### config.mk
export PLATFORM = sky130hd
export DESIGN_NAME = sa6_err_cnt
export DESIGN_NICKNAME = d
export VERILOG_FILES = /design/src/rtl/sa6_pkg.sv /design/src/rtl/sa6_code_collect.sv /design/src/rtl/sa6_evt_counter.sv /design/src/rtl/sa6_err_cnt.sv
export SDC_FILE = /design/constraint.sdc
export NUM_CORES = 1
export LEC_CHECK = 0
export CAP_MARGIN = 20
export CORE_MARGIN = 2
export CORE_UTILIZATION = 50
export CTS_BUF_LIST = sky130_fd_sc_hd__clkbuf_8
export CTS_CLUSTER_SIZE = 20
export DETAILED_ROUTE_END_ITERATION = 16
export PLACE_DENSITY_LB_ADDON = 0.08
export SLEW_MARGIN = 20
export SYNTH_ARGS = -nofsm -noshare
export SYNTH_HDL_FRONTEND = slang
export SYNTH_SLANG_ARGS = --single-unit
### constraint.sdc
create_clock -name clk -period 2 [get_ports clk]
set_input_delay 0.2 -clock clk [delete_from_list [all_inputs] [get_ports clk]]
set_output_delay 0.2 -clock clk [all_outputs]
set_load 0.01 [all_outputs]
### src/rtl/sa6_pkg.sv
package sa6_pkg;

  // Saturating step of a counter with a clear that does not swallow the event.
  function automatic logic [31:0] sat_step(input logic [31:0] cur,
                                           input logic [31:0] top,
                                           input logic        bump,
                                           input logic        clr);
    logic [31:0] base;
    base = clr ? 32'd0 : cur;
    if (bump && base != top) return base + 32'd1;
    return base;
  endfunction

  // True when a gathered code equals either trigger pattern.
  function automatic logic code_hit(input logic [15:0] code,
                                    input logic [15:0] pat_a,
                                    input logic [15:0] pat_b);
    return (code == pat_a) || (code == pat_b);
  endfunction

endpackage

### src/rtl/sa6_code_collect.sv
module sa6_code_collect #(
  parameter int SMF_W  = 3,
  localparam int CODE_W = 2 ** (SMF_W - 1)
) (
  input  logic              clk,
  input  logic              rst_n,
  input  logic              frame_stb,
  input  logic [SMF_W-1:0]  frame_pos,
  input  logic              sa6_bit,
  input  logic              mf_sync,
  output logic              code_done,
  output logic [CODE_W-1:0] code
);
  localparam logic [SMF_W-1:0] POS_LAST = '1;

  logic              armed;
  logic [CODE_W-1:0] shreg;
  logic              at_start, at_last, odd_frame;

  assign at_start  = (frame_pos == '0);
  assign at_last   = (frame_pos == POS_LAST);
  assign odd_frame = frame_pos[0];

  // Arms at a submultiframe start; any loss of alignment drops the partial code.
  always_ff @(posedge clk or negedge rst_n) begin
    if (!rst_n)                    armed <= 1'b0;
    else if (!mf_sync)             armed <= 1'b0;
    else if (frame_stb && at_start) armed <= 1'b1;
  end

  always_ff @(posedge clk or negedge rst_n) begin
    if (!rst_n)                      shreg <= '0;
    else if (frame_stb && odd_frame) shreg <= {shreg[CODE_W-2:0], sa6_bit};
  end

  assign code      = {shreg[CODE_W-2:0], sa6_bit};
  assign code_done = frame_stb && at_last && armed && mf_sync;

endmodule

### src/rtl/sa6_evt_counter.sv
module sa6_evt_counter
  import sa6_pkg::*;
#(
  parameter int CNT_W = 16
) (
  input  logic             clk,
  input  logic             rst_n,
  input  logic             inc,
  input  logic             rd_req,
  output logic [CNT_W-1:0] live,
  output logic [CNT_W-1:0] hold
);
  localparam logic [31:0] TOP = 32'((64'd1 << CNT_W) - 64'd1);

  always_ff @(posedge clk or negedge rst_n) begin
    if (!rst_n) begin
      live <= '0;
      hold <= '0;
    end else begin
      live <= CNT_W'(sat_step(32'(live), TOP, inc, rd_req));
      if (rd_req) hold <= live;
    end
  end

endmodule

### src/rtl/sa6_err_cnt.sv
module sa6_err_cnt
  import sa6_pkg::*;
#(
  parameter int CNT_W = 16,
  parameter int FN_W  = 4,
  parameter int SMF_W = 3
) (
  input  logic             clk,
  input  logic             rst_n,
  input  logic             frame_stb,
  input  logic [FN_W-1:0]  frame_num,
  input  logic             sa6_bit,
  input  logic             mf_sync,
  input  logic             rd_req,
  output logic [CNT_W-1:0] far_cnt_o,
  output logic [CNT_W-1:0] near_cnt_o
);
  localparam int N_CNT  = 2;
  localparam int CODE_W = 2 ** (SMF_W - 1);
  // index 0: far-end reports, index 1: reference-point reports
  localparam logic [CODE_W-1:0] PAT_A [N_CNT] = '{CODE_W'(1), CODE_W'(2)};
  localparam logic [CODE_W-1:0] PAT_B = CODE_W'(3);

  logic              code_done;
  logic [CODE_W-1:0] code;
  logic [N_CNT-1:0]  evt;
  logic [CNT_W-1:0]  live_cnt [N_CNT];
  logic [CNT_W-1:0]  hold_cnt [N_CNT];
  logic              frame_hi_unused;

  // The multiframe half is irrelevant: both submultiframes are decoded alike.
  assign frame_hi_unused = ^frame_num[FN_W-1:SMF_W];

  sa6_code_collect #(.SMF_W(SMF_W)) u_collect (
    .clk       (clk),
    .rst_n     (rst_n),
    .frame_stb (frame_stb),
    .frame_pos (frame_num[SMF_W-1:0]),
    .sa6_bit   (sa6_bit),
    .mf_sync   (mf_sync),
    .code_done (code_done),
    .code      (code)
  );

  for (genvar g = 0; g < N_CNT; g++) begin : g_cnt
    assign evt[g] = code_done && code_hit(16'(code), 16'(PAT_A[g]), 16'(PAT_B));

    sa6_evt_counter #(.CNT_W(CNT_W)) u_cnt (
      .clk    (clk),
      .rst_n  (rst_n),
      .inc    (evt[g]),
      .rd_req (rd_req),
      .live   (live_cnt[g]),
      .hold   (hold_cnt[g])
    );
  end

  assign far_cnt_o  = hold_cnt[0];
  assign near_cnt_o = hold_cnt[1];

endmodule

Word-level counts from Yosys, hierarchy flattened
Cells that the tools add are included.
- add/subtract/negate cells: 2
- multiply operators: 0
- div/mod/pow operators: 0
- $lt $le $gt $ge: 0
- equal/unequal tests: 7
- shift-type cells: 0
- multiplexer cells: 10
- bitwise operators: 0
- reductions and logical operators: 12
- operators with widths (cell ; number):
    $mux 16 ; 6
    $ne 32x16->1 const B ; 2
    $add 16x1->16 const B ; 2
    $logic_and 1x1->1 ; 9
    $eq 4x2->1 const B ; 2
    $eq 4x1->1 const B ; 1
    $mux 1 ; 4
    $eq 3x3->1 const B ; 1
    $logic_not 3->1 ; 1
    $logic_or 1x1->1 ; 2
    $ne 2x1->1 const B ; 1
- register bits after elaboration: 68
- bits in latches: 0
- memory bits (writable): 0
- memory bits (read-only): 0
- input port bits: 10
- output and inout port bits: 32
- logic and storage cells: 37
- memories: 0

Logic depth before layout (Yosys ltp)
- depth after elaboration: 8
- gate-level depth with buffers: 9
- mapped depth without buffers: 6

By module
Synthesis repeated with hierarchy kept, for this count alone.
- cell total of the unflattened synthesis: 251
- area total of the unflattened synthesis: 3109.2 um^2
- by module, submodules not included (module ; times used ; cells an instance ; area each (um^2) ; sequential area each (um^2)):
    sa6_evt_counter ; 2 ; 118 ; 1455.1 ; 800.8
    sa6_code_collect ; 1 ; 13 ; 173.9 ; 100.1
    sa6_err_cnt ; 1 ; 2 ; 25.0 ; 0.0

Least setup slack after synthesis
Ideal clock, no wire load.
- kind: input port to flip-flop
- start: in rd_req
- end: reg g_cnt[1].u_cnt.live[10]
- setup time: 0.128 ns
- data arrival time: 1.994 ns
- required time: 1.872 ns
- path slack: -0.122 ns
- stages on the path: 9
- path buffers: 3
- cells stage by stage: buf_6 clkbuf_1 nor2b_1 ha_1 nand2_1 or3_1 buf_6 nor4_2 mux2_1
- longest elaborated chain between the ends: 5
- elaborated cells between the ends (all ways): 7
- classes of those cells: add/sub: 1; eq/ne: 1; mux: 4; reduce/logical: 1
- ends and longest elaborated chain (what ; line ; text):
    from (decl) ; sa6_err_cnt.sv:14 ; input logic rd_req,
    $mux 16 (*) ; sa6_pkg.sv:9 ; base = clr ? 32'd0 : cur;
    parallel branches: the longest is 3 deep, another holds $add 16x1->16 ; - ;
    $mux 16 (*) ; sa6_pkg.sv:11 ; return base;
    to (signal assigned) ; sa6_evt_counter.sv:20 ; live <= CNT_W'(sat_step(32'(live), TOP, inc, rd_req));
    to (decl) ; sa6_evt_counter.sv:10 ; output logic [CNT_W-1:0] live,
Every way passes the cells marked *. The select of a mux whose other input is x is not followed.
A chain may end at the register's enable or synchronous reset.

Final worst setup path
- start: reg g_cnt[1].u_cnt.live[0]
- end: reg g_cnt[1].u_cnt.live[12]
- longest elaborated chain between the ends: 5
- elaborated cells between the ends (all ways): 7
- classes of those cells: add/sub: 1; eq/ne: 1; mux: 4; reduce/logical: 1
- ends and longest elaborated chain (what ; line):
    $mux 16 (*) ; sa6_pkg.sv:9
    parallel branches: the longest is 3 deep, another holds $add 16x1->16 ; -
    $mux 16 (*) ; sa6_pkg.sv:11
Marks and branches as above.

==> impl_metrics.toml <==
[outcome]
status = "finished clean"

[synth]
synth_nets = 292
postSynthAreaPerCell_um2 = 12.1
ys_ff_latch = 68
synthXorXnorAreaFrac_pct = 5.19
ys_top_cells_by_area = "dfrtp_1, mux2_2, xnor2_1"
synthFlopType = "dfrtp_1"
synth_edf_count = 0
synth_compound_area_share_pct = 7.11
synth-simple-area-share_pct = 19.2
ys_types = 48
yosysTopAreaCell = "dfrtp_1"
synthCells = 280
synth_adder_area_share_pct = 0.741
async_flop_share_pct = 100
synth_top_area_share_pct = 50.4
synth_seq_area_share_pct = 50.4
synth_mux_area_share_pct = 14.9
yosysWarnings = 0
synth.cell_area_um2 = 3380
synth_top_family_by_area = "simple AND/OR/NAND/NOR gates"

[detailed_routing]
drt-initial-drc-count = 81
drtAntennaViolNets = 0
dr.pass1.iters = 4
routed_wl_mm = 6.60
num_vias = 2419
dr.max_layer_used = "met4"
met3_length_um = 283
wl_met2_mm = 2.77
wl_met1_mm = 3.43
drc = 0
via_per_inst = 5.54
wire_per_inst_um = 15.1

[floorplan]
start_util_pct = 52.3
core_um2 = 6460
fp.dieW_um = 86.2
rows = 29
pin_count = 42
fp.dieH_um = 86.2
dieArea_um2 = 7430

[layout]
diodes = 0
drive_above_1_share_pct = 29.2
final_common_cell = "dfrtp_1"
mostFrequentLayoutCells = "dfrtp_1, clkdlybuf4s50_1, buf_4"
fillers = 553
finalNetCount = 368
areaGrowthSynthToFinish_pct = 27.0

[clock_tree]
cts_buffers = 9
clock_sinks = 68
cts_root_buf = "clkbuf_8"
cts_tree = "yes"
clk_pin_slew_worst_paths_ps = 70
htree_levels = 3
clockBufferDepth = 2
cts_setup_buffers = 0
insertion_delay_ps = 340

[setup_path]
critPathArrivalTime_ps = 2180
cp-start-kind = "flip-flop"
crit_fanout = 5
endpoint_kind = "flip-flop"
cp.required_ps = 2270
worstSetupPathType = "flip-flop to flip-flop"

[sta]
rsz0062_at_grt = "yes"
finalHoldViolCount = 0
tightest_slew_ps = 458
slew-limit-headroom_pct = 69.4
min_period_over_period_pct = 95.5
timing.fmax_ghz = 0.524
worst_clock_skew_ps = 8.47
layout_setup_ws_ps = 90.8
min_period_ps = 1910
setup_viol_count_final = 0
final_max_slew_viol_count = 0

[power_and_ir_drop]
netSwitchingFraction_pct = 23.1
cell_internal_pwr_w = 0.00187
p_switching_w = 0.000562
combPwrFrac_pct = 5.3
power_frac_clock_pct = 37.3
power.total_w = 0.00244
powerDensity_nw_per_um2 = 568
p_seq_share_pct = 57.4
peakVddDrop_v = 0.000385
p_leak_nw = 1.95

[grt]
grt_pass1_wl_mm = 11.0
grtUsageTotal_pct = 19.0
grt_remaining_overflow = 0
grt_max_degree = 50
grt_pass1_vias = 2312
antenna_found_initial = 0

[run]
maxCapViolCount = 0

[place]
gp_congestion = 0.864
dpl.hpwl_mm = 4.67
dp_slack_ps = -68.3
io_buffers = 40

[min_path]
hp-class = "input port to flip-flop"
-- power groups by stage --
stage / Sequential, W / Combinational, W / Clock (W)
floorplan: 0.00142 / 0.0000656 / 0
global placement: 0.00142 / 0.000129 / 0
detailed placement: 0.00143 / 0.000131 / 0
CTS: 0.00140 / 0.000132 / 0.000938
global route: 0.00140 / 0.000145 / 0.00100
finish: 0.00140 / 0.000129 / 0.000908
-- layer usage --
layer,vias to the layer above,track usage (%)
met5,-,0
met4,0,7.81
met3,9,4.86
met2,55,26.4
met1,1183,28.5
li1,1172,-
-- timing repair --
| action | 4_1_cts | 5_1_grt |
|---|---|---|
| gates resized for setup | 1 | 6 |
| hold buffers | 1 | 0 |
| endpoints found under the hold margin | 19 | 0 |
| setup endpoints to repair | 2 | 8 |
| pin swaps | 0 | 0 |
-- per-stage QoR --
step	utilization, %	setup TNS, ps	instance area (µm²)	hold slack (ps)	std cells
final	66.4	0	4290	281	437
after global routing	66.4	-5.25	4290	283	437
after CTS	66.0	0	4260	258	437
after detailed placement	63.4	-357	4100	179	421
after global placement	63.4	-131	4100	178	421
after floorplan	-	-40.8	3390	-95.6	280
-- sequential cells by signal, indices dropped and copies added (netlist names) --
signal	flops
u_collect.shreg	3
g_cnt.u_cnt.live	32
u_collect.armed	1
g_cnt.u_cnt.hold	32
-- layout make-up --
class                           count  area (µm²)  share of cell area [%]
Sequential cell                    68        1700                    39.7
Multi-Input combinational cell    196        1640                    38.1
Timing Repair Buffer               79         698                    16.3
Clock buffer                        9         124                    2.89
Tap cell                           77        96.3                    2.25
Clock inverter                      6        26.3                   0.613
Inverter                            2        7.51                   0.175
-- worst paths after layout --
kind / from / end / slack (ps) / cells after the start
min: rd_req / g_cnt[1].u_cnt.live[0]$_DFF_PN0_ / 280 / 3
max reg2reg: g_cnt[1].u_cnt.live[0]$_DFF_PN0_ / g_cnt[1].u_cnt.live[12]$_DFF_PN0_ / 90 / 7
min in group asynchronous: rst_n / g_cnt[1].u_cnt.hold[4]$_DFFE_PN0P_ / 340 / 2
max: g_cnt[1].u_cnt.live[0]$_DFF_PN0_ / g_cnt[1].u_cnt.live[12]$_DFF_PN0_ / 90 / 7
max in group asynchronous: rst_n / g_cnt[0].u_cnt.live[5]$_DFF_PN0_ / 1040 / 3
min reg2reg: u_collect.armed$_DFFE_PN0P_ / u_collect.armed$_DFFE_PN0P_ / 490 / 1
-- cells in the mapped netlist (all sizes together) (2+ instances only) --
cell type and count:
inv 2, a21oi 7, nand3b 2, and2 2
xor2 2, dfrtp 68, and4 3, nand2b 17
nand3 12, nor3 4, nor2b 13, xnor2 18
clkbuf 6, buf 8, and3 4, ha 2
a2111oi 2, nand4 5, o211ai 2, nor4 9
o2111ai 2, mux2i 3, nor2 9, a31oi 2
a211oi 8, nand4b 2, mux2 42, and4b 4
nand2 10
-- cell families after synthesis --
kind of cell               count (synthesis)
AOI/OAI and AO/OA                         29
and+or+nand+nor                          100
xor gates and xnor gates                  20
adders and majority gates                  2
DFF                                       68
muxes                                     45
buffers and inverters                     16
-- worst max-delay path, cell delays in order, from the launching register on --
cell	delay, ps
dfrtp_1	340
nor2b_4	160
ha_2	180
nand2_1	70
or3_4	430
buf_4	170
a2111oi_4	330
xnor2_1	150
No activity file was read; power rests on OpenSTA's default activity.
